[src/rtl/lid_pkg.sv]
package lid_pkg;
  localparam int unsigned SLOT_W    = 4;
  localparam int unsigned NUM_SLOTS = 6;
  localparam int unsigned SLOTS_W   = SLOT_W * NUM_SLOTS;
  localparam int unsigned OPC_W     = 5;
  localparam int unsigned CNT_W     = 3;
  localparam int unsigned BP_W      = 6;
  localparam int unsigned BYTE_W    = 8;
  localparam int unsigned HALF_W    = 2 * BYTE_W;
  localparam int unsigned WORD_W    = 4 * BYTE_W;

  typedef enum logic [OPC_W-1:0] {
    OPC_NONE, OPC_SHORT, OPC_WIDE2R,
    OPC_STW, OPC_XOR, OPC_ASHR, OPC_LAWF, OPC_LAWB, OPC_LAHF, OPC_LAHB,
    OPC_MUL, OPC_DIVS, OPC_DIVU, OPC_STH, OPC_STB,
    OPC_ASHRI, OPC_OUTP, OPC_INP, OPC_LAWFI, OPC_LAWBI,
    OPC_CRC, OPC_REMS, OPC_REMU, OPC_REG5, OPC_LMUL6, OPC_SD4, OPC_SDSD4
  } opc_e;

  typedef enum logic [1:0] {K_R3, K_IMM, K_BIT, K_CRC} kind_e;

  typedef struct packed {
    logic             ok;
    logic [SLOT_W-1:0] a;
    logic [SLOT_W-1:0] b;
    logic [SLOT_W-1:0] c;
  } ops_t;

  typedef struct packed {
    logic       ldEn;
    logic [1:0] ldIdx;
    logic       capShort;
    logic       capLong;
    logic       capTrunc;
  } strobe_t;

  typedef struct packed {
    logic               fail;
    opc_e               opc;
    logic [SLOTS_W-1:0] slots;
    logic [CNT_W-1:0]   cnt;
    logic [NUM_SLOTS-1:0] imm;
    logic [BP_W-1:0]    bitPos;
  } res_t;

  // Three operands packed in one halfword: base-3 high digits in [10:6].
  function automatic ops_t split3(input logic [HALF_W-1:0] h);
    ops_t r;
    logic [4:0] k;
    k = h[10:6];
    r = '0;
    r.ok = (k < 5'd27);
    if (r.ok) begin
      r.a = {2'(k % 5'd3), h[5:4]};
      r.b = {2'((k / 5'd3) % 5'd3), h[3:2]};
      r.c = {2'(k / 5'd9), h[1:0]};
    end
    return r;
  endfunction

  // Two operands packed in one halfword: combined 27..31, bit 5 adds 5.
  function automatic ops_t split2(input logic [HALF_W-1:0] h);
    ops_t r;
    logic [5:0] k;
    k = {1'b0, h[10:6]};
    r = '0;
    r.ok = (k >= 6'd27) && !(h[5] && (k == 6'd31));
    if (r.ok) begin
      if (h[5]) k = k + 6'd5;
      k = k - 6'd27;
      r.a = {2'(k % 6'd3), h[3:2]};
      r.b = {2'(k / 6'd3), h[1:0]};
    end
    return r;
  endfunction

  function automatic logic [BP_W-1:0] bitPosOf(input logic [SLOT_W-1:0] code);
    logic [BP_W-1:0] v;
    case (code)
      4'd0, 4'd11: v = 6'd32;
      4'd9:        v = 6'd16;
      4'd10:       v = 6'd24;
      4'd12, 4'd13, 4'd14, 4'd15: v = 6'd0;
      default:     v = {2'b00, code};
    endcase
    return v;
  endfunction
endpackage

[src/rtl/lid_ctrl.sv]
module lid_ctrl
  import lid_pkg::*;
(
  input  logic    clk,
  input  logic    rstN,
  input  logic    inValid,
  input  logic    inLast,
  input  logic    shortOk,
  input  logic    outReady,
  output logic    inReady,
  output logic    shortQuery,
  output logic    outValid,
  output strobe_t strb
);
  typedef enum logic [2:0] {S_B0, S_B1, S_Q16, S_B2, S_B3, S_WD, S_OUT} st_e;

  st_e  state, stateNext;
  logic lastQ, lastNext;
  logic accept;

  assign inReady    = (state == S_B0) || (state == S_B1) || (state == S_B2) || (state == S_B3);
  assign shortQuery = (state == S_Q16);
  assign outValid   = (state == S_OUT);
  assign accept     = inValid && inReady;

  always_comb begin
    stateNext = state;
    lastNext  = lastQ;
    strb      = '0;
    case (state)
      S_B0: if (accept) begin
        strb.ldEn = 1'b1; strb.ldIdx = 2'd0;
        if (inLast) begin strb.capTrunc = 1'b1; stateNext = S_OUT; end
        else stateNext = S_B1;
      end
      S_B1: if (accept) begin
        strb.ldEn = 1'b1; strb.ldIdx = 2'd1;
        lastNext  = inLast;
        stateNext = S_Q16;
      end
      S_Q16: begin
        if (shortOk) begin strb.capShort = 1'b1; stateNext = S_OUT; end
        else if (lastQ) begin strb.capTrunc = 1'b1; stateNext = S_OUT; end
        else stateNext = S_B2;
      end
      S_B2: if (accept) begin
        strb.ldEn = 1'b1; strb.ldIdx = 2'd2;
        if (inLast) begin strb.capTrunc = 1'b1; stateNext = S_OUT; end
        else stateNext = S_B3;
      end
      S_B3: if (accept) begin
        strb.ldEn = 1'b1; strb.ldIdx = 2'd3;
        stateNext = S_WD;
      end
      S_WD: begin
        strb.capLong = 1'b1;
        stateNext = S_OUT;
      end
      S_OUT: if (outReady) stateNext = S_B0;
      default: stateNext = S_B0;
    endcase
  end

  always_ff @(posedge clk) begin
    if (!rstN) begin
      state <= S_B0;
      lastQ <= 1'b0;
    end else begin
      state <= stateNext;
      lastQ <= lastNext;
    end
  end
endmodule

[src/rtl/lid_dpath.sv]
module lid_dpath
  import lid_pkg::*;
#(
  parameter int unsigned REG_LIMIT = 11
) (
  input  logic                clk,
  input  logic                rstN,
  input  logic [BYTE_W-1:0]   inByte,
  input  strobe_t             strb,
  output logic [HALF_W-1:0]   shortWord,
  output res_t                resQ,
  output logic [2:0]          lenQ
);
  logic [BYTE_W-1:0] byteQ [4];
  logic [WORD_W-1:0] wordQ;

  always_ff @(posedge clk) begin
    if (!rstN) begin
      for (int i = 0; i < 4; i++) byteQ[i] <= '0;
    end else if (strb.ldEn) begin
      byteQ[strb.ldIdx] <= inByte;
    end
  end

  assign shortWord = {byteQ[1], byteQ[0]};
  assign wordQ     = {byteQ[3], byteQ[2], byteQ[1], byteQ[0]};

  // Long-format decode cone
  logic [HALF_W-1:0] lo, hi;
  logic [4:0]        major;
  logic [8:0]        ext;
  logic [3:0]        r4;
  ops_t              l3, l2, h3, h2;
  logic [SLOT_W-1:0] s [NUM_SLOTS];
  logic [CNT_W-1:0]  n;
  logic [NUM_SLOTS-1:0] im;
  logic [BP_W-1:0]   bp;
  opc_e              opc;
  kind_e             kind;
  logic              ok, extHit;
  logic [SLOTS_W-1:0] slotsFlat;
  res_t              longRes;

  always_comb begin
    lo    = wordQ[HALF_W-1:0];
    hi    = wordQ[WORD_W-1:HALF_W];
    major = lo[15:11];
    ext   = {wordQ[31:27], wordQ[19:16]};
    r4    = wordQ[19:16];
    l3 = split3(lo);
    l2 = split2(lo);
    h3 = split3(hi);
    h2 = split2(hi);
    for (int i = 0; i < NUM_SLOTS; i++) s[i] = '0;
    n = '0; im = '0; bp = '0; opc = OPC_NONE; kind = K_R3; ok = 1'b0; extHit = 1'b1;
    case (major)
      5'h1F: begin
        if (l2.ok) begin
          ok = 1'b1; opc = OPC_WIDE2R; s[0] = l2.a; s[1] = l2.b; n = 3'd2;
        end else begin
          case (ext)
            9'h00c: opc = OPC_STW;
            9'h01c: opc = OPC_XOR;
            9'h02c: opc = OPC_ASHR;
            9'h03c: opc = OPC_LAWF;
            9'h04c: opc = OPC_LAWB;
            9'h05c: opc = OPC_LAHF;
            9'h06c: opc = OPC_LAHB;
            9'h07c: opc = OPC_MUL;
            9'h08c: opc = OPC_DIVS;
            9'h09c: opc = OPC_DIVU;
            9'h10c: opc = OPC_STH;
            9'h11c: opc = OPC_STB;
            9'h12c: begin opc = OPC_ASHRI; kind = K_BIT; end
            9'h12d: begin opc = OPC_OUTP;  kind = K_BIT; end
            9'h12e: begin opc = OPC_INP;   kind = K_BIT; end
            9'h13c: begin opc = OPC_LAWFI; kind = K_IMM; end
            9'h14c: begin opc = OPC_LAWBI; kind = K_IMM; end
            9'h15c: begin opc = OPC_CRC;   kind = K_CRC; end
            9'h18c: opc = OPC_REMS;
            9'h19c: opc = OPC_REMU;
            default: extHit = 1'b0;
          endcase
          if (extHit && l3.ok) begin
            ok = 1'b1;
            if (kind == K_CRC) begin
              s[0] = l3.a; s[1] = l3.a; s[2] = l3.b; s[3] = l3.c; n = 3'd4;
            end else begin
              s[0] = l3.a; s[1] = l3.b; s[2] = l3.c; n = 3'd3;
              if (kind != K_R3) im[2] = 1'b1;
              if (kind == K_BIT) bp = bitPosOf(l3.c);
            end
          end
        end
      end
      5'h1E: begin
        if (l3.ok && h2.ok) begin
          ok = 1'b1; opc = OPC_REG5; n = 3'd5;
          s[0] = l3.a; s[1] = h2.a; s[2] = l3.b; s[3] = l3.c; s[4] = h2.b;
        end else if ((wordQ[31:27] == 5'd0) && l3.ok && h3.ok) begin
          ok = 1'b1; opc = OPC_LMUL6; n = 3'd6;
          s[0] = l3.a; s[1] = h3.a; s[2] = l3.b; s[3] = l3.c; s[4] = h3.b; s[5] = h3.c;
        end
      end
      5'h1D, 5'h1C: begin
        if (l3.ok && (32'(r4) <= REG_LIMIT)) begin
          ok = 1'b1;
          if (major == 5'h1D) begin
            opc = OPC_SD4; n = 3'd5;
            s[0] = l3.a; s[1] = r4; s[2] = r4; s[3] = l3.b; s[4] = l3.c;
          end else begin
            opc = OPC_SDSD4; n = 3'd6;
            s[0] = l3.a; s[1] = r4; s[2] = l3.a; s[3] = r4; s[4] = l3.b; s[5] = l3.c;
          end
        end
      end
      default: ok = 1'b0;
    endcase
    if (!ok) begin
      for (int i = 0; i < NUM_SLOTS; i++) s[i] = '0;
      n = '0; im = '0; bp = '0; opc = OPC_NONE;
    end
  end

  genvar g;
  generate
    for (g = 0; g < NUM_SLOTS; g++) begin : gPack
      assign slotsFlat[g*SLOT_W +: SLOT_W] = s[g];
    end
  endgenerate

  always_comb begin
    longRes.fail   = !ok;
    longRes.opc    = opc;
    longRes.slots  = slotsFlat;
    longRes.cnt    = n;
    longRes.imm    = im;
    longRes.bitPos = bp;
  end

  always_ff @(posedge clk) begin
    if (!rstN) begin
      resQ <= '0;
      lenQ <= '0;
    end else if (strb.capLong) begin
      resQ <= longRes;
      lenQ <= 3'd4;
    end else if (strb.capShort) begin
      resQ     <= '0;
      resQ.opc <= OPC_SHORT;
      lenQ     <= 3'd2;
    end else if (strb.capTrunc) begin
      resQ      <= '0;
      resQ.fail <= 1'b1;
      lenQ      <= 3'd0;
    end
  end
endmodule

[src/rtl/long_insn_decoder.sv]
module long_insn_decoder
  import lid_pkg::*;
#(
  parameter int unsigned REG_LIMIT = 11
) (
  input  logic         clk,
  input  logic         rstN,
  input  logic [7:0]   inByte,
  input  logic         inValid,
  input  logic         inLast,
  output logic         inReady,
  output logic [15:0]  shortWord,
  output logic         shortQuery,
  input  logic         shortOk,
  output logic         outValid,
  input  logic         outReady,
  output logic [2:0]   outLen,
  output logic         outFail,
  output logic [4:0]   outOpcode,
  output logic [23:0]  outSlots,
  output logic [2:0]   outCount,
  output logic [5:0]   outImm,
  output logic [5:0]   outBitPos
);
  strobe_t strb;
  res_t    resQ;

  lid_ctrl uCtrl (
    .clk(clk), .rstN(rstN), .inValid(inValid), .inLast(inLast),
    .shortOk(shortOk), .outReady(outReady), .inReady(inReady),
    .shortQuery(shortQuery), .outValid(outValid), .strb(strb)
  );

  lid_dpath #(.REG_LIMIT(REG_LIMIT)) uDpath (
    .clk(clk), .rstN(rstN), .inByte(inByte), .strb(strb),
    .shortWord(shortWord), .resQ(resQ), .lenQ(outLen)
  );

  assign outFail   = resQ.fail;
  assign outOpcode = resQ.opc;
  assign outSlots  = resQ.slots;
  assign outCount  = resQ.cnt;
  assign outImm    = resQ.imm;
  assign outBitPos = resQ.bitPos;
endmodule

[config.mk]
export PLATFORM = sky130hd
export DESIGN_NAME = long_insn_decoder
export DESIGN_NICKNAME = d
export VERILOG_FILES = /design/src/rtl/lid_pkg.sv /design/src/rtl/lid_ctrl.sv /design/src/rtl/lid_dpath.sv /design/src/rtl/long_insn_decoder.sv
export SDC_FILE = /design/constraint.sdc
export NUM_CORES = 1
export LEC_CHECK = 0
export BUFFER_PORTS_ARGS = -buffer_cell sky130_fd_sc_hd__buf_2
export CAP_MARGIN = 20
export CELL_PAD_IN_SITES_DETAIL_PLACEMENT = 0
export CELL_PAD_IN_SITES_GLOBAL_PLACEMENT = 1
export CORE_UTILIZATION = 40
export DETAILED_ROUTE_END_ITERATION = 6
export PLACE_DENSITY = 0.81
export SYNTH_ARGS = -nofsm -noshare
export SYNTH_HDL_FRONTEND = slang
export SYNTH_SLANG_ARGS = --single-unit
[constraint.sdc]
create_clock -name clk -period 9 [get_ports clk]
set_clock_uncertainty 0.2 [all_clocks]
set_input_delay 0.9 -clock clk [delete_from_list [all_inputs] [get_ports clk]]
set_output_delay 0.9 -clock clk [all_outputs]
set_load 0.02 [all_outputs]
* Word level (Yosys, flattened, before mapping)
Memories as Yosys holds them, arrays and structs flattened.
Cells that the tools add are included.
** Word-level totals
- Bits in latches :: 0
- Logic and storage cells :: 211
- Input port bits :: 14
- Register bits :: 51
- Memories kept :: 1
- Memory bits (read-only) :: 0
- Bits in writable memories :: 32
** Cells by class
- Equal/unequal tests :: 46
- Muxes and demuxes :: 99
- $add $sub $neg :: 4
- $mul :: 0
- Divide/modulo/power cells :: 12
- Order comparisons :: 5
- Shift-type cells :: 0
- Reductions and logical operators :: 33
- Bitwise gates (word level) :: 1
** Memory list
- uDpath.byteQ :: depth 4, bits a word 8, read ports 4, clocked after Yosys merged registers in 0, write ports 4, line lid_dpath.sv:14 : logic [BYTE_W-1:0] byteQ [4];
** Operators with widths (number)
- $mux W45 :: 3
- $pmux W5 S20 :: 1
- $eq A9 B9 Y1 const B :: 10
- $mux W24 :: 3
- $mux W3 :: 23
- $mux W6 :: 10
- $pmux W16 S3 :: 1
- $mux W8 :: 5
- $eq A9 B7 Y1 const B :: 4
- $mux W12 :: 3
- $eq A5 B5 Y1 const B :: 6
- $eq A4 B4 Y1 const B :: 7
- $mux W1 :: 25
- $mux W5 :: 5
- $pmux W6 S4 :: 1
- $pmux W3 S7 :: 1
- $mod A5 B2 Y5 const B :: 4
- $mux W20 :: 1
- $reduce_or A20 Y1 :: 1
- $eq A9 B6 Y1 const B :: 2
- $eq A9 B8 Y1 const B :: 2
- $mux W16 :: 1
- $pmux W8 S2 :: 1
- $pmux W5 S3 :: 1
- other kinds (38) :: 79

* Longest topological paths before layout
Gate-level depths: netlist (run 1).
An unclocked memory read counts as a cell.
- Word-level depth :: 15
- Depth in mapped cells :: 24
- Gate-level depth less buffers :: 20

* By module
From an unflattened synthesis (run 1), not the netlist that was laid out.
** Unflattened totals
- Cell total of the unflattened synthesis :: 871
- Area total of the unflattened synthesis :: 6891.6 sq um
** Modules (own cells, without submodules)
- lid_dpath :: times used 1, area each 6512.5 sq um, sequential area each 1801.7 sq um, cells each 820
- lid_ctrl :: times used 1, area each 379.1 sq um, sequential area each 80.1 sq um, cells each 51

* Least setup slack after synthesis (run 1)
Ideal clock, no wire load.
- Path type :: register to register
- From :: memory uDpath.byteQ[1][1]
- To :: register uDpath.resQ[22] (netlist name)
- Library setup time :: 74 ps
- Required time :: 8726 ps
- Stages on the path, launching flop included :: 24
- Arrival :: 5154 ps
- Period minus slack after synthesis :: 5428 ps
- Path slack :: 3572 ps
- Buffers on the path :: 4
- Cell sequence :: edfxtp_1 buf_6 buf_2 buf_2 clkbuf_1 ha_1 and4bb_2 nor3_1 or3_1 a31oi_1 nor2_1 ha_1 nor2_1 o211ai_1 o32a_4 o21ai_1 mux2i_1 ha_1 or2_2 or2_2 a211o_1 a221o_1 a32o_1 a31oi_1
** RTL lines (line)
- from (decl) :: lid_dpath.sv:14

==> results of run 1 <==
==> power by group through the flow <==
stage / Clock (mW) / Combinational (mW) / Sequential [mW]
floorplan: 0 / 0.337 / 0.410
global placement: 0 / 0.409 / 0.435
detailed placement: 0 / 0.409 / 0.434
CTS: 0.380 / 0.412 / 0.427
global route: 0.394 / 0.463 / 0.431
finish: 0.375 / 0.414 / 0.428
==> tightest hold or removal path: cells and delay by family, from the launching register on <==
kind	cells	cell delay (ns)
DFF	1	0.31
and+or+nand+nor	1	0.05
AOI/OAI and AO/OA	1	0.06
==> worst min-delay path by stage <==
stage	end	slack (ns)
2_1_floorplan	uCtrl.lastQ	0.32
3_3_place_gp	uDpath.resQ[14]	0.25
3_5_place_dp	uDpath.resQ[23]	0.26
4_1_cts	uDpath.resQ[23]	0.27
5_1_grt	uDpath.resQ[14]	0.30
6_report	uDpath.resQ[14]	0.27
==> through the flow <==
| stage | power (mW) | utilization |
|---|---|---|
| 4_1_cts | 1.22 | 0.454 |
| 6_report | 1.22 | 0.454 |
| 2_1_floorplan | 0.748 | - |
| 3_5_place_dp | 0.844 | 0.436 |
| 3_3_place_gp | 0.844 | 0.436 |
| 5_1_grt | 1.29 | 0.454 |
==> routing by layer <==
metal,up-vias,wire (um),GRT usage
li1,3412,-,-
met2,216,10100,0.382
met3,29,1010,0.0306
met5,-,0,0
met4,0,420,0.0679
met1,3340,9770,0.313
==> synthesized netlist by cell type (12+ instances only) <==
| master | count | area share |
|---|---|---|
| nand2_1 | 76 | 0.040 |
| nor2_1 | 59 | 0.031 |
| o21ai_0 | 49 | 0.034 |
| a21oi_1 | 47 | 0.033 |
| dfxtp_1 | 46 | 0.13 |
| and2_1 | 42 | 0.037 |
| clkbuf_1 | 42 | 0.022 |
| nor2b_1 | 41 | 0.036 |
| ha_1 | 37 | 0.064 |
| edfxtp_1 | 32 | 0.13 |
| nand3_1 | 30 | 0.021 |
| inv_1 | 27 | 0.014 |
| a22oi_1 | 25 | 0.026 |
| and3_1 | 22 | 0.019 |
| nor3_1 | 22 | 0.015 |
| o31ai_1 | 17 | 0.018 |
| buf_2 | 16 | 0.011 |
| nand2b_1 | 16 | 0.014 |
| or2_2 | 12 | 0.010 |
==> layout by cell type, fill, tap and decap left out, types with 11 or more instances in the layout <==
cell,instances
nand2_1,76
buf_2,75
nor2_1,59
o21ai_0,49
a21oi_1,47
dfxtp_1,46
and2_1,42
nor2b_1,40
ha_1,37
edfxtp_1,32
nand3_1,30
inv_1,27
a22oi_1,25
nor3_1,22
and3_1,22
o31ai_1,17
nand2b_1,16
or2_2,12
a31oi_1,11
a22o_1,11
==> kinds of logic (layout without fill, tap and decap cells) <==
kind of cell	count (synthesis)	in the layout	share of synthesized area
XOR/XNOR	16	16	0.0205
flip-flops	78	78	0.262
AND/OR/NAND/NOR	375	375	0.287
other	1	6	0.000521
buffers and inverters	96	126	0.0597
multiplexers	20	20	0.0299
adder cells (fa/ha/maj)	37	37	0.0644
AO/OA/AOI/OAI	278	278	0.277
==> state kept, by name, indices dropped and copies added (netlist names) <==
| name | cells |
|---|---|
| uDpath.resQ | 40 |
| uDpath.byteQ | 32 |
| uCtrl.state | 3 |
| uDpath.lenQ | 2 |
| uCtrl.lastQ | 1 |
==> layout make-up <==
| type | instances | area, sq um |
|---|---|---|
| Clock buffer | 9 | 225 |
| Clock inverter | 7 | 80.1 |
| Fill cell | 1759 | 9510 |
| Inverter | 28 | 105 |
| Multi-Input combinational cell | 732 | 4900 |
| Sequential cell | 78 | 1880 |
| Tap cell | 225 | 282 |
| Timing Repair Buffer | 82 | 428 |
==> flow_summary.json, run 1 <==
{
  "grt_pass1_vias": 6396,
  "cp_slowest_cell": "edfxtp_1",
  "die_x_um": 136,
  "r2r-end": "uDpath.resQ[29]",
  "crit_start": "uDpath.byteQ[1][1]",
  "clock_latency_ns": 0.34,
  "wl_um": 21300,
  "cap_viol_max_count": 0,
  "top_level_ports": 81,
  "hold_path.class": "flip-flop to flip-flop",
  "synthCells": 901,
  "drive_gt1_frac": 0.153,
  "hold_buffers": 0,
  "synth-seq-cells": 78,
  "ys_seq_area_frac": 0.262,
  "fin_crit_sh": 0.659,
  "crit_fanout": 30,
  "fin_crit_ns": 5.94,
  "p_int_mw": 0.769,
  "drtIter0Drc": 669,
  "cts_resized": 0,
  "placed_cells": 1145,
  "dieArea_sq_um": 18500,
  "setup_viol": 0,
  "max_stage_delay_ns": 0.96,
  "slew_headroom": 0.262,
  "crit_top_cell": "ha_1",
  "via_per_inst": 6.03,
  "cp_data_required_time_ns": 9.05,
  "vias": 6997,
  "postSynthAreaPerCell_sq_um": 7.98,
  "drtAntennaViolNets": 0,
  "grt_usage": 0.232,
  "critPathKind": "flip-flop to flip-flop",
  "place_ws_ns": 3.09,
  "cts_tree": "yes",
  "critPathLaunchType": "flip-flop",
  "p_clk_frac": 0.308,
  "cp.arrival_ns": 5.99,
  "stdcell_area_sq_um": 7910,
  "yosys_warnings": 0,
  "hold_depth": 2,
  "cp_num_buf_inv": 0,
  "core_sq_um": 17400,
  "swShare": 0.368,
  "min_from": "uDpath.resQ[14]",
  "gr-total-overflow": 0,
  "timing.fmax_mhz": 168,
  "r2r_slack_ns": 3.06,
  "status": "complete, no violations",
  "drv_slew": 0,
  "synthArstFlopShare": 0,
  "htreeDepth": 3,
  "post_cts_buffers": 0,
  "timing.hold.ws_ns": 0.267,
  "setup_tns_ns": 0,
  "crit_path_end": "uDpath.resQ[29]",
  "cts_made_buffers": 9,
  "globalplace.congestion": 0.915,
  "die_y_um": 136,
  "hold_viol": 0,
  "crit_cells": 19,
  "ir_drop_v": 0.000115,
  "power_density_nw_per_um2": 154,
  "antenna_found_initial": 0,
  "fin_cells": 1161,
  "synthFlopType": "dfxtp_1",
  "rows": 48,
  "dpl-instance-area_sq_um": 7600,
  "combPwrFrac": 0.340,
  "cp_cell_sequence": "ha_1 > mux2i_2 > nor3_1 > or3_1 > a31oi_1 > nor2_1 > ha_1 > nor2_1 > o211ai_1 > o32a_4 > o21ai_1 > mux2i_1 > ha_1 > nor4b_1 > and2_1 > nand2_1 > a311oi_2 > a211oi_1 > nor4b_2",
  "grt_max_degree": 53,
  "port-buffer-count": 74,
  "rr_startpoint": "uDpath.byteQ[1][1]",
  "critPathTopFamily": "simple AND/OR/NAND/NOR gates",
  "leakage_nw": 3.19,
  "worst_slack_ns": 3.06,
  "dpl.hpwl_um": 15800,
  "drt_pass1_iterations": 5,
  "tightest_slew_ns": 1.10,
  "cts_sinks": 78,
  "ys_types": 88,
  "syn2layout_area_growth_pct": 9.90,
  "switching_power_mw": 0.447,
  "clock-root-buffer": "clkbuf_16",
  "grt_pass1_wl_um": 33800,
  "netlist_area_sq_um": 7190,
  "rr_worst_depth": 19,
  "cts_buffer_depth": 2,
  "clk_pin_slew_worst_paths_ns": 0.06,
  "fin_nets": 982,
  "routedWlPerCell_um": 18.3,
  "synth_edf_count": 32,
  "diodes": 0,
  "start_util": 0.413,
  "seqPwrFrac": 0.352,
  "cp-end-kind": "flip-flop",
  "rsz0062_at_grt": "no",
  "route.detailed.drc": 0
}
(Power assumes the default switching activity.)
==> run 2: changes to the inputs <==
Clock period 9 ns to 5.6 ns, I/O delays scaled along.
==> flow_summary.json, run 2 (synthesis gave the netlist of run 1 again) <==
{
  "hold_path.class": "flip-flop to flip-flop",
  "setup_viol": 0,
  "drive_gt1_frac": 0.174,
  "fin_crit_ns": 5.22,
  "drt_pass1_iterations": 7,
  "clock_latency_ns": 0.34,
  "largest_register_ffs": 40,
  "grt_pass1_vias": 6344,
  "drv_slew": 0,
  "critPathKind": "flip-flop to flip-flop",
  "ir_drop_v": 0.000222,
  "dpl.hpwl_um": 16000,
  "die_x_um": 136,
  "r2r_slack_ns": 0.38,
  "fin_crit_sh": 0.932,
  "timing.fmax_mhz": 192,
  "grt_usage": 0.233,
  "hold_viol": 0,
  "num-fill-cells": 1726,
  "crit_fanout": 7,
  "crit_start": "uDpath.byteQ[0][7]",
  "route.detailed.drc": 4,
  "antenna_found_initial": 0,
  "rows": 48,
  "r2r-end": "uDpath.resQ[22]",
  "rr_startpoint": "uDpath.byteQ[0][7]",
  "drtAntennaViolNets": 0,
  "grt_max_degree": 53,
  "crit_path_end": "uDpath.resQ[22]",
  "rr_worst_depth": 20,
  "cp-end-kind": "flip-flop",
  "rsz0062_at_grt": "no",
  "leakage_nw": 3.29,
  "regMostFlops": "uDpath.resQ",
  "core_sq_um": 17400,
  "via_per_inst": 5.97,
  "status": "finished, violations left",
  "grt_pass1_wl_um": 33800,
  "vias": 7049,
  "critPathLaunchType": "flip-flop",
  "layout_common_cells": "nand2_1 (76), buf_2 (74), nor2_1 (59)",
  "drtIter0Drc": 704,
  "final_common_cell": "nand2_1",
  "syn2layout_area_growth_pct": 12.4,
  "cp_slowest_cell": "o32a_4",
  "cp.arrival_ns": 5.30,
  "largestRegisters": "uDpath.resQ: 40 flops, uDpath.byteQ: 32 flops, uCtrl.state: 3 flops",
  "top_level_ports": 81,
  "cts_buffer_depth": 2,
  "power_density_nw_per_um2": 247,
  "cts_made_buffers": 9,
  "regArea_sq_um": 1880,
  "cp_data_required_time_ns": 5.67,
  "port-buffer-count": 74,
  "multiInputGateArea_sq_um": 4920,
  "hold_buffers": 0,
  "cp_cell_sequence": "inv_1 > ha_2 > and4b_1 > nor2_2 > or3_1 > a31oi_2 > nor2_1 > ha_1 > nor2_1 > o211ai_1 > o32a_4 > o21ai_1 > mux2i_1 > ha_1 > or2_2 > or2_2 > a211o_1 > a221o_1 > a32o_1 > a31oi_1",
  "die_y_um": 136,
  "setup_tns_ns": 0,
  "wl_um": 21400,
  "routedWlPerCell_um": 18.1,
  "cts_sinks": 78,
  "htreeDepth": 3,
  "gr-total-overflow": 0,
  "slew_headroom": 0.319,
  "place_ws_ns": 0.351,
  "violations": "DRC",
  "cap_viol_max_count": 0,
  "fin_nets": 1002,
  "diodes": 0,
  "clock-root-buffer": "clkbuf_16",
  "globalplace.congestion": 0.927,
  "start_util": 0.413,
  "cts_tree": "yes",
  "tightest_slew_ns": 1.02,
  "clk_pin_slew_worst_paths_ns": 0.06,
  "dieArea_sq_um": 18500,
  "max_stage_delay_ns": 0.42,
  "worst_slack_ns": 0.379
}
==> run 2: worst min-delay path by stage <==
| stage | from | end | slack (ns) | depth (start not counted) |
|---|---|---|---|---|
| 2_1_floorplan | uCtrl.lastQ | uCtrl.lastQ | 0.32 | 2 |
| 3_5_place_dp | uDpath.resQ[23] | uDpath.resQ[23] | 0.26 | 2 |
| 6_report | uDpath.resQ[23] | uDpath.resQ[23] | 0.26 | 2 |
| 4_1_cts | uDpath.resQ[14] | uDpath.resQ[14] | 0.27 | 2 |
| 5_1_grt | uDpath.resQ[23] | uDpath.resQ[23] | 0.29 | 2 |
| 3_3_place_gp | uDpath.resQ[14] | uDpath.resQ[14] | 0.25 | 2 |
==> run 2: through the flow <==
stage                      util  cell area, sq um  power, mW  cells  hold WS (ns)
after global placement    0.443              7710       1.37   1160         0.254
after floorplan               -              7210       1.20    906         0.325
after CTS                 0.461              8030       1.99   1176         0.265
after detailed placement  0.443              7710       1.37   1160         0.256
final                     0.464              8090       2.00   1181         0.261
after global routing      0.464              8090       2.11   1181         0.286
==> run 2: worst max-delay path: cells and delay by family (launching register included) <==
family | cells | cell delay, ns
buffers and inverters | 1 | 0.18
muxes | 1 | 0.11
AOI/OAI and AO/OA | 8 | 1.96
adders and majority gates | 3 | 0.71
and+or+nand+nor | 7 | 1.61
DFF | 1 | 0.38
==> run 2: layout make-up <==
class                   instances  share of cell area
inverters                      28              0.0130
clock inverters                 6             0.00835
clock buffers                  10              0.0309
well taps                     225              0.0348
repair buffers                102              0.0718
flip-flops and latches         78               0.233
multi-input cells             732               0.608
==> run 2: power by group <==
group / internal [mW] / total, mW / switching [mW]
logic: 0.287 / 0.711 / 0.424
clock network: 0.374 / 0.618 / 0.244
registers: 0.618 / 0.673 / 0.0547
==> run 2: timing repair <==
item | 4_1_cts | 5_1_grt
gates resized for setup | 0 | 4
endpoints found under the setup margin | 0 | 3
buffers inserted | 0 | 5
==> run 2: metal layers <==
| metal | global-route usage | share of wire |
|---|---|---|
| met1 | 0.326 | 0.46 |
| met2 | 0.371 | 0.46 |
| met3 | 0.0272 | 0.062 |
| met4 | 0.0704 | 0.020 |
| met5 | 0 | 0 |
==> run 3: changes to the inputs <==
Settings changed: CORE_UTILIZATION 40 to 25, PLACE_DENSITY 0.81 to 0.58.
==> flow_summary.json, run 3 (synthesis gave the netlist of run 1 again) <==
{
  "post_cts_buffers": 0,
  "fin_crit_ns": 5.27,
  "port-buffer-count": 74,
  "max_stage_delay_ns": 0.41,
  "dpl-instance-area_sq_um": 7940,
  "layout_common_cells": "nand2_1 (76), buf_2 (75), nor2_1 (59)",
  "route.detailed.drc": 0,
  "critPathLaunchType": "flip-flop",
  "hold_viol": 0,
  "largestRegisters": "uDpath.resQ: 40 flops, uDpath.byteQ: 32 flops, uCtrl.state: 3 flops",
  "status": "complete, no violations",
  "slew_headroom": 0.218,
  "grt_usage": 0.168,
  "final_common_cell": "nand2_1",
  "grt_pass1_vias": 6436,
  "cp.arrival_ns": 5.29,
  "drt_pass1_iterations": 5,
  "finalPower_mw": 2.09,
  "globalplace.congestion": 0.895,
  "cts_sinks": 78,
  "ir_drop_v": 0.000143,
  "num-fill-cells": 3052,
  "cap_viol_max_count": 0,
  "cp-end-kind": "flip-flop",
  "dieArea_sq_um": 29500,
  "dpl.hpwl_um": 18500,
  "drtIter0Drc": 504,
  "via_per_inst": 5.25,
  "tightest_slew_ns": 1.14,
  "drive_gt1_frac": 0.172,
  "timing.hold.ws_ns": 0.263,
  "clock-root-buffer": "clkbuf_16",
  "place_ws_ns": 0.394,
  "die_x_um": 172,
  "hold_path.class": "flip-flop to flip-flop",
  "crit_top_cell": "ha_1",
  "cp_cell_sequence": "inv_1 > ha_1 > and4b_1 > nor2_2 > or3_1 > a31oi_1 > nor2_1 > ha_1 > nor2_1 > o211ai_1 > o32a_4 > o21ai_1 > mux2i_1 > ha_1 > or2_2 > or2_2 > a221oi_1 > a311oi_2 > a221oi_1 > a21oi_1",
  "wl_um": 24500,
  "rows": 61,
  "fin_nets": 1002,
  "cts_buffer_depth": 2,
  "die_y_um": 172,
  "cts_tree": "yes",
  "worst_slack_ns": 0.329,
  "top_level_ports": 81,
  "timing.fmax_mhz": 190,
  "clock_latency_ns": 0.34,
  "largest_register_ffs": 40,
  "cts_made_buffers": 9,
  "gr-total-overflow": 0,
  "setup_viol": 0,
  "syn2layout_area_growth_pct": 15.3,
  "fin_crit_sh": 0.941,
  "htreeDepth": 3,
  "leakage_nw": 3.31,
  "utilization": 0.296,
  "clk_pin_slew_worst_paths_ns": 0.06,
  "cp_slowest_cell": "o32a_4",
  "power_density_nw_per_um2": 252,
  "grt_max_degree": 53,
  "stdcell_area_sq_um": 8300,
  "antenna_found_initial": 0,
  "drtAntennaViolNets": 0,
  "start_util": 0.257,
  "cp_data_required_time_ns": 5.62,
  "vias": 7013,
  "regMostFlops": "uDpath.resQ",
  "grt_pass1_wl_um": 38200,
  "core_sq_um": 28000,
  "routedWlPerCell_um": 18.3,
  "crit_fanout": 7,
  "drv_slew": 0,
  "critPathKind": "flip-flop to flip-flop"
}
[run 3: changes by cell type in the layout (fill, tap and decap cells not counted)]
cell and change:
bufinv_16 +2, clkinvlp_4 -1, ha_1 +2, clkinv_2 +1, buf_2 +1, clkinv_1 -1, a31oi_1 +1, buf_4 -1
ha_2 -2, diode_2 +1, a31oi_2 -1, clkbuf_16 -1
[run 3: layout make-up]
class / count / area [sq um] / share of cell area
antenna: 1 / 2.50 / 0.000302
clock buffer: 9 / 225 / 0.0271
clock inverter: 7 / 121 / 0.0146
inverter: 28 / 105 / 0.0127
multi-input combinational: 732 / 4910 / 0.592
sequential: 78 / 1880 / 0.227
tap: 378 / 473 / 0.0570
timing repair buffer: 102 / 578 / 0.0697
[run 3: path summary, 6_finish.rpt]
| check | from | endpoint | slack (ns) | depth (start not counted) |
|---|---|---|---|---|
| setup / recovery | uDpath.byteQ[0][7] | uDpath.resQ[33] | 0.33 | 20 |
| hold / removal | uDpath.resQ[14] | uDpath.resQ[14] | 0.26 | 2 |
| setup reg to reg | uDpath.byteQ[0][7] | uDpath.resQ[33] | 0.33 | 20 |
| hold reg to reg | uDpath.resQ[14] | uDpath.resQ[14] | 0.26 | 2 |
[run 3: stage by stage]
step / setup TNS (ns) / std cells
after floorplan: 0 / 906
after global placement: 0 / 1317
after detailed placement: 0 / 1317
after CTS: 0 / 1333
after global routing: -0.00113 / 1334
final: 0 / 1335
[run 3: power by group]
group	switching, mW	internal (mW)	leakage (nW)
Clock	0.255	0.438	0.170
Sequential	0.0529	0.618	0.704
Combinational	0.438	0.287	2.44
Total	0.745	1.34	3.31
[run 3: repair_timing]
item                                    4_1_cts  5_1_grt
hold buffers                                  0        0
hold endpoints to repair                      0        0
endpoints found under the setup margin        0        2
resized for setup                             0        1
[run 3: routing by layer]
metal	up-vias	track usage	routed length [um]
met5	-	0	0
met4	0	0.0314	295
met3	16	0.0212	1300
met2	225	0.242	10300
met1	3309	0.260	12700
li1	3463	-	-
[run 3: critical path, delay by kind of cell (launching register included)]
kind | cells | cell delay [ns]
and+or+nand+nor | 7 | 1.63
AOI/OAI and AO/OA | 8 | 1.93
buffers and inverters | 1 | 0.18
DFF | 1 | 0.38
adders and majority gates | 3 | 0.75
muxes | 1 | 0.11
